`src/rtl/pmm_pkg.sv`:
```
// Package: shared encodings for the power mode manager.
// Assumes: no other package defines these names.
package pmm_pkg;

    // Mode code reported on the status output
    typedef enum logic [2:0] {
        MODE_RUN   = 3'd0,
        MODE_IDLE  = 3'd1,
        MODE_SHUT  = 3'd2,
        MODE_SLEEP = 3'd3,
        MODE_WAKE  = 3'd4
    } pmm_mode_e;

    // Internal sequencing state
    typedef enum logic [2:0] {
        ST_RUN   = 3'd0,
        ST_IDLE  = 3'd1,
        ST_SD1   = 3'd2,
        ST_SD2   = 3'd3,
        ST_SD3   = 3'd4,
        ST_SLEEP = 3'd5,
        ST_WK1   = 3'd6,
        ST_WK2   = 3'd7
    } pmm_state_e;

    // Bit positions of the cause field
    localparam int CAUSE_SW   = 0;
    localparam int CAUSE_VDD  = 1;
    localparam int CAUSE_BATT = 2;
    localparam int CAUSE_W    = 3;

    // Step length in cycles, rounded up, never below one
    function automatic int step_cycles(input longint hz, input longint us);
        longint c;
        c = (hz * us + 64'd999999) / 64'd1000000;
        return (c < 1) ? 1 : int'(c);
    endfunction

endpackage

```
`src/rtl/pmm_step_timer.sv`:
```
// Module: down-counter that times the steps of a sequence.
// Assumes: load has priority; done is high while the count is zero.
module pmm_step_timer #(
    parameter int LEN_SD = 1,
    parameter int LEN_WK = 1,
    parameter int W      = 1
) (
    input  logic clk,
    input  logic rst_n,
    input  logic load,
    input  logic sel_wk,
    output logic done
);
    localparam logic [W-1:0] LOAD_SD = W'(LEN_SD - 1);
    localparam logic [W-1:0] LOAD_WK = W'(LEN_WK - 1);

    logic [W-1:0] cnt;

    // Count register: reload on request, otherwise count down to zero
    always_ff @(posedge clk) begin
        if (!rst_n)
            cnt <= '0;
        else if (load)
            cnt <= sel_wk ? LOAD_WK : LOAD_SD;
        else if (cnt != '0)
            cnt <= cnt - 1'b1;
    end

    // Step end flag
    assign done = (cnt == '0);
endmodule

```
`src/rtl/pmm_cause_reg.sv`:
```
// Module: sticky sleep-cause bits with write-one-to-clear.
// Assumes: a set in the same cycle as a clear wins.
module pmm_cause_reg #(
    parameter int W = 3
) (
    input  logic         clk,
    input  logic         rst_n,
    input  logic         set_en,
    input  logic [W-1:0] set_bits,
    input  logic [W-1:0] clr,
    output logic [W-1:0] cause
);
    logic [W-1:0] set_v;

    // Gate the set vector with its strobe
    assign set_v = set_en ? set_bits : '0;

    // Sticky bits with clear
    always_ff @(posedge clk) begin
        if (!rst_n)
            cause <= '0;
        else
            cause <= (cause & ~clr) | set_v;
    end
endmodule

```
`src/rtl/pmm_fsm.sv`:
```
// Module: mode sequencer for run, idle, shutdown, sleep and wake-up.
// Assumes: step_done comes from a timer that this FSM reloads on every timed entry.
module pmm_fsm
    import pmm_pkg::*;
(
    input  logic                clk,
    input  logic                rst_n,
    input  logic                idle_req,
    input  logic                sleep_set,
    input  logic                irq,
    input  logic                ext_reset,
    input  logic                wake_evt,
    input  logic                vdd_flt,
    input  logic                batt_flt,
    input  logic                osc_ready,
    input  logic                step_done,
    output logic                tmr_load,
    output logic                tmr_sel_wk,
    output logic                cause_set,
    output logic [CAUSE_W-1:0]  cause_bits,
    output logic                core_clk_en,
    output logic                core_rst,
    output logic                supply_en,
    output pmm_mode_e           mode
);
    pmm_state_e state, nxt;
    logic       fault, enter_req;

    assign fault     = vdd_flt | batt_flt;
    assign enter_req = fault | sleep_set;

    // Next-state and side-effect selection
    always_comb begin
        nxt        = state;
        tmr_load   = 1'b0;
        tmr_sel_wk = 1'b0;
        cause_set  = 1'b0;
        cause_bits = '0;
        unique case (state)
            ST_RUN, ST_IDLE: begin
                if (enter_req) begin
                    nxt                    = ST_SD1;
                    tmr_load               = 1'b1;
                    cause_set              = 1'b1;
                    cause_bits[CAUSE_SW]   = sleep_set;
                    cause_bits[CAUSE_VDD]  = vdd_flt;
                    cause_bits[CAUSE_BATT] = batt_flt;
                end else if (state == ST_RUN && idle_req) begin
                    nxt = ST_IDLE;
                end else if (state == ST_IDLE && (irq || ext_reset)) begin
                    nxt = ST_RUN;
                end
            end
            ST_SD1: if (step_done) begin
                nxt      = ST_SD2;
                tmr_load = 1'b1;
            end
            ST_SD2: if (step_done) begin
                nxt      = ST_SD3;
                tmr_load = 1'b1;
            end
            ST_SD3: if (step_done) nxt = ST_SLEEP;
            ST_SLEEP: if (wake_evt) begin
                nxt        = ST_WK1;
                tmr_load   = 1'b1;
                tmr_sel_wk = 1'b1;
            end
            ST_WK1, ST_WK2: begin
                if (fault) begin
                    nxt                    = ST_SD1;
                    tmr_load               = 1'b1;
                    cause_set              = 1'b1;
                    cause_bits[CAUSE_VDD]  = vdd_flt;
                    cause_bits[CAUSE_BATT] = batt_flt;
                end else if (state == ST_WK1 && step_done) begin
                    nxt = ST_WK2;
                end else if (state == ST_WK2 && osc_ready) begin
                    nxt = ST_RUN;
                end
            end
            default: nxt = ST_RUN;
        endcase
    end

    // State register
    always_ff @(posedge clk) begin
        if (!rst_n)
            state <= ST_RUN;
        else
            state <= nxt;
    end

    // Output decode from state
    always_comb begin
        core_clk_en = (state == ST_RUN);
        supply_en   = !(state == ST_SD3 || state == ST_SLEEP);
        core_rst    = (state == ST_SD2) || (state == ST_SD3) || (state == ST_SLEEP) ||
                      (state == ST_WK1) || (state == ST_WK2);
        unique case (state)
            ST_RUN:                 mode = MODE_RUN;
            ST_IDLE:                mode = MODE_IDLE;
            ST_SD1, ST_SD2, ST_SD3: mode = MODE_SHUT;
            ST_SLEEP:               mode = MODE_SLEEP;
            default:                mode = MODE_WAKE;
        endcase
    end
endmodule

```
`src/rtl/pwr_mode_mgr.sv`:
```
// Module: top of the power mode manager.
// Assumes: clk is the always-on slow clock at CLK_HZ; inputs are synchronous to it.
module pwr_mode_mgr
    import pmm_pkg::*;
#(
    parameter int CLK_HZ = 32768,
    parameter int SD_US  = 30,
    parameter int WK_US  = 10
) (
    input  logic                clk,
    input  logic                rst_n,
    input  logic                idle_req,
    input  logic                sleep_set,
    input  logic                irq,
    input  logic                ext_reset,
    input  logic                wake_evt,
    input  logic                vdd_flt,
    input  logic                batt_flt,
    input  logic                osc_ready,
    input  logic [2:0]          cause_clr,
    output logic                core_clk_en,
    output logic                core_rst,
    output logic                supply_en,
    output logic [2:0]          stat_mode,
    output logic [2:0]          stat_cause
);
    localparam int SD_CYC  = step_cycles(CLK_HZ, SD_US);
    localparam int WK_CYC  = step_cycles(CLK_HZ, WK_US);
    localparam int MAX_CYC = (SD_CYC > WK_CYC) ? SD_CYC : WK_CYC;
    localparam int TW      = (MAX_CYC < 2) ? 1 : $clog2(MAX_CYC);

    logic                tmr_load, tmr_sel_wk, step_done, cause_set;
    logic [CAUSE_W-1:0]  cause_bits;
    pmm_mode_e           mode;

    pmm_step_timer #(.LEN_SD(SD_CYC), .LEN_WK(WK_CYC), .W(TW)) u_tmr (
        .clk(clk), .rst_n(rst_n), .load(tmr_load), .sel_wk(tmr_sel_wk), .done(step_done)
    );

    pmm_fsm u_fsm (
        .clk(clk), .rst_n(rst_n), .idle_req(idle_req), .sleep_set(sleep_set),
        .irq(irq), .ext_reset(ext_reset), .wake_evt(wake_evt), .vdd_flt(vdd_flt),
        .batt_flt(batt_flt), .osc_ready(osc_ready), .step_done(step_done),
        .tmr_load(tmr_load), .tmr_sel_wk(tmr_sel_wk), .cause_set(cause_set),
        .cause_bits(cause_bits), .core_clk_en(core_clk_en), .core_rst(core_rst),
        .supply_en(supply_en), .mode(mode)
    );

    pmm_cause_reg #(.W(CAUSE_W)) u_cause (
        .clk(clk), .rst_n(rst_n), .set_en(cause_set), .set_bits(cause_bits),
        .clr(cause_clr), .cause(stat_cause)
    );

    assign stat_mode = mode;
endmodule

```
`config.mk`:
```
export PLATFORM = sky130hd
export DESIGN_NAME = pwr_mode_mgr
export DESIGN_NICKNAME = d
export VERILOG_FILES = /design/src/rtl/pmm_pkg.sv /design/src/rtl/pmm_step_timer.sv /design/src/rtl/pmm_cause_reg.sv /design/src/rtl/pmm_fsm.sv /design/src/rtl/pwr_mode_mgr.sv
export SDC_FILE = /design/constraint.sdc
export NUM_CORES = 1
export LEC_CHECK = 0
export BUFFER_PORTS_ARGS = -buffer_cell sky130_fd_sc_hd__buf_2
export CAP_MARGIN = 20
export CORE_AREA = 4 4 41 43
export DETAILED_ROUTE_END_ITERATION = 7
export DIE_AREA = 0 0 45 47
export GPL_ROUTABILITY_DRIVEN = 0
export PLACE_DENSITY = 0.67
export SYNTH_ARGS = -nofsm -noshare
export SYNTH_HDL_FRONTEND = slang
export SYNTH_SLANG_ARGS = --single-unit
```
`constraint.sdc`:
```
create_clock -name clk -period 1.3 [get_ports clk]
set_input_delay 0.13 -clock clk [delete_from_list [all_inputs] [get_ports clk]]
set_output_delay 0.13 -clock clk [all_outputs]
set_load 0.01 [all_outputs]
```
==> run metrics <==
result of the run=finished clean; critical path start-end classification=reg2out; smallest setup slack after layout=just over 20 ps; share of post-route cells with drive strength above 1=between 50% and 60%; Mapped Nets=73; Vias=~500; required time at the endpoint of the critical path=between 1000 and 1500 ps; floorplan core area=1300 µm²; clock slew at reported path FFs=around 60 ps; Cell variety after synth=34; part of the Yosys area used for sequential elements=a little over a quarter; number of buffers and inverters on the critical path=2; clock latency on the worst-skew pair=between 200 and 300 ps; startpoint class of the critical path=flip-flop; Starting DRT DRC Count=14; final routed wirelength across all metal layers=~1.2 mm; vias in the first global route=472; quantity of hold-fixing buffers added after cts=0; Synth Register Bits=7; Clock Root Buffer=sky130_fd_sc_hd__clkbuf_4; PD cells=1260 nW/µm²; final period demand of the worst path=~1300 ps; count of final hold-check violations=0; worst hold slack across all endpoints=~180 ps; # Max-Cap Violations=0; fin nets=98; final number of setup-violating endpoints=0; Non-Filler Cell Area, Final=a little under 700 µm²; leading area contributor after synthesis=sky130_fd_sc_hd__dfxtp_1; # DRC=0; maximum clock insertion buffer count=2; mean area per synthesized cell=8.57 µm²; total number of clock tree sinks=7; maximum level of the CTS H-tree=1; Synthesis Warnings=0; setup repair bufs after CTS=0; number of primary I/O pins=22; Max rail drop VDD=about 0.00058 V; width of the die=between 40 and 50 µm; die extent in y=between 40 and 50 µm; cell area after technology mapping=514 µm²; antenna violations before repair=0; per-cell routed wire length=roughly 12 µm; gate family responsible for the most delay along the worst path=simple AND/OR/NAND/NOR gates; number of clock buffers inserted by TritonCTS=3; largest net degree at the start of global routing=10; Detailed Place HPWL=about 900 µm; leakage power of the design=~0.32 nW; CTS resizes=5; worst setup slack after placement=56.7 ps; overall die area=about 2100 µm²; Yosys top cell area share=a little over a quarter; setup repair after global routing missed its margin=true; worst hold path class=in2reg; Antenna Cells=0; critical path data arrival time=around 1200 ps; first-pass GRT wire length=~1.9 mm; final antenna-violating net count=0; fin. max-slew vios=0; cell types occupying the most area after synthesis=sky130_fd_sc_hd__dfxtp_1 (27%), sky130_fd_sc_hd__nor2b_1 (8.5%), sky130_fd_sc_hd__buf_6 (4.4%); number of optimization iterations in the first detailed-route pass=3; maximum clock rate=between 700 and 800 MHz; crit path max fanout=5; GRT Overall Usage=about an eighth; grt total ovfl=0; type of destination of the critical path=primary output; crit-path cells=and2b_2, nor2_4, inv_1, buf_2; Avg Vias per Cell=5.00; worst clock skew on the final layout=3.13 ps; Area after DPL=approximately 630 µm²; starting density of the core=39.5%; Max stage delay on crit path=~360 ps; post-synthesis to final-layout area growth=32.6%; synthesized instance count=60; ratio of final minimum period to clock period=a little over nine tenths; cell row count=13; cell with the largest stage delay on the worst path=sky130_fd_sc_hd__dfxtp_4; count of buffers from port buffering=21; TritonCTS clock tree=done
==> worst paths after layout <==
check / startpoint / to / slack [ps] / cells after the start
setup / recovery: u_fsm.state[2]$_SDFFE_PN0P_ / stat_mode[1] / 20 / 4
hold / removal: cause_clr[0] / u_cause.cause[0]$_SDFF_PN0_ / 180 / 4
setup reg to reg: u_fsm.state[2]$_SDFFE_PN0P_ / u_fsm.state[1]$_SDFFE_PN0P_ / 70 / 4
hold reg to reg: u_fsm.state[1]$_SDFFE_PN0P_ / u_fsm.state[1]$_SDFFE_PN0P_ / 520 / 2
==> metal layers <==
metal / up-vias / global-route usage (%) / part of all wire, %
met5: - / 0 / 0
met4: 0 / 3.51 / 0
met3: 0 / 2.30 / 6.4
met2: 16 / 20.9 / 48
met1: 220 / 15.9 / 46
li1: 259 / - / -
==> sequential cells by signal, indices dropped and copies added, names as in the netlist <==
register / count
u_cause.cause: 3
u_fsm.state: 3
u_tmr.cnt: 1
==> layout by cell type (no fill, tap or decap), drive strengths merged, types with 3 or more instances in the layout <==
master | synthesis | routed
a21oi | 3 | 3
buf | 5 | 25
clkbuf | 0 | 4
dfxtp | 7 | 7
nand2 | 4 | 4
nor2 | 4 | 4
nor2b | 7 | 7
nor4 | 3 | 3
==> report_power, final <==
group / leakage (nW) / total [mW] / internal (mW) / switching [mW]
Clock: 0.0150 / 0.201 / 0.117 / 0.0834
Combinational: 0.241 / 0.356 / 0.181 / 0.176
Sequential: 0.0597 / 0.300 / 0.255 / 0.0449
Total: 0.316 / 0.857 / 0.553 / 0.304
==> worst min-delay path, cell delays in order <==
cell	delay [ps]
sky130_fd_sc_hd__buf_2	70
sky130_fd_sc_hd__nor2b_1	30
sky130_fd_sc_hd__a21oi_1	100
sky130_fd_sc_hd__nor2b_1	50
==> per-stage QoR <==
step	std cells	setup TNS [ps]	utilization, %	power (mW)
floorplan	60	0	-	0.532
global placement	95	0	48.1	0.628
detailed placement	95	0	48.1	0.631
CTS	99	0	51.1	0.852
global route	99	-66.7	52.4	0.919
finish	99	0	52.4	0.857
==> synth_stat cells (all sizes together) <==
cell type,count
a211oi,1
buf,5
nand2b,1
o211ai,1
conb,1
mux2i,2
and2,1
o211a,1
nor4,3
nor3,2
o21ai,1
nand2,4
nand4b,1
a21oi,3
a32oi,1
nor2,4
a211o,1
nor2b,7
nor4bb,1
and2b,2
nor4b,1
inv,2
nand3b,1
nand3,2
nor3b,2
or2,1
o31ai,1
dfxtp,7
==> final cells by class <==
class / instances / area (µm²)
Inverter: 2 / 7.51
Sequential cell: 7 / 149
Tap cell: 15 / 18.8
Timing Repair Buffer: 25 / 135
Multi-Input combinational cell: 46 / 345
Clock buffer: 4 / 26.3
Fill cell: 132 / 619
==> cell families after synthesis <==
group                  after synthesis  share of synthesized area (%)
AOI/OAI and AO/OA                   10                           16.1
buffers and inverters                7                           9.73
other                                1                          0.729
muxes                                2                           3.89
and+or+nand+nor                     33                           42.3
DFF                                  7                           27.2
(Power assumes the default switching activity.)
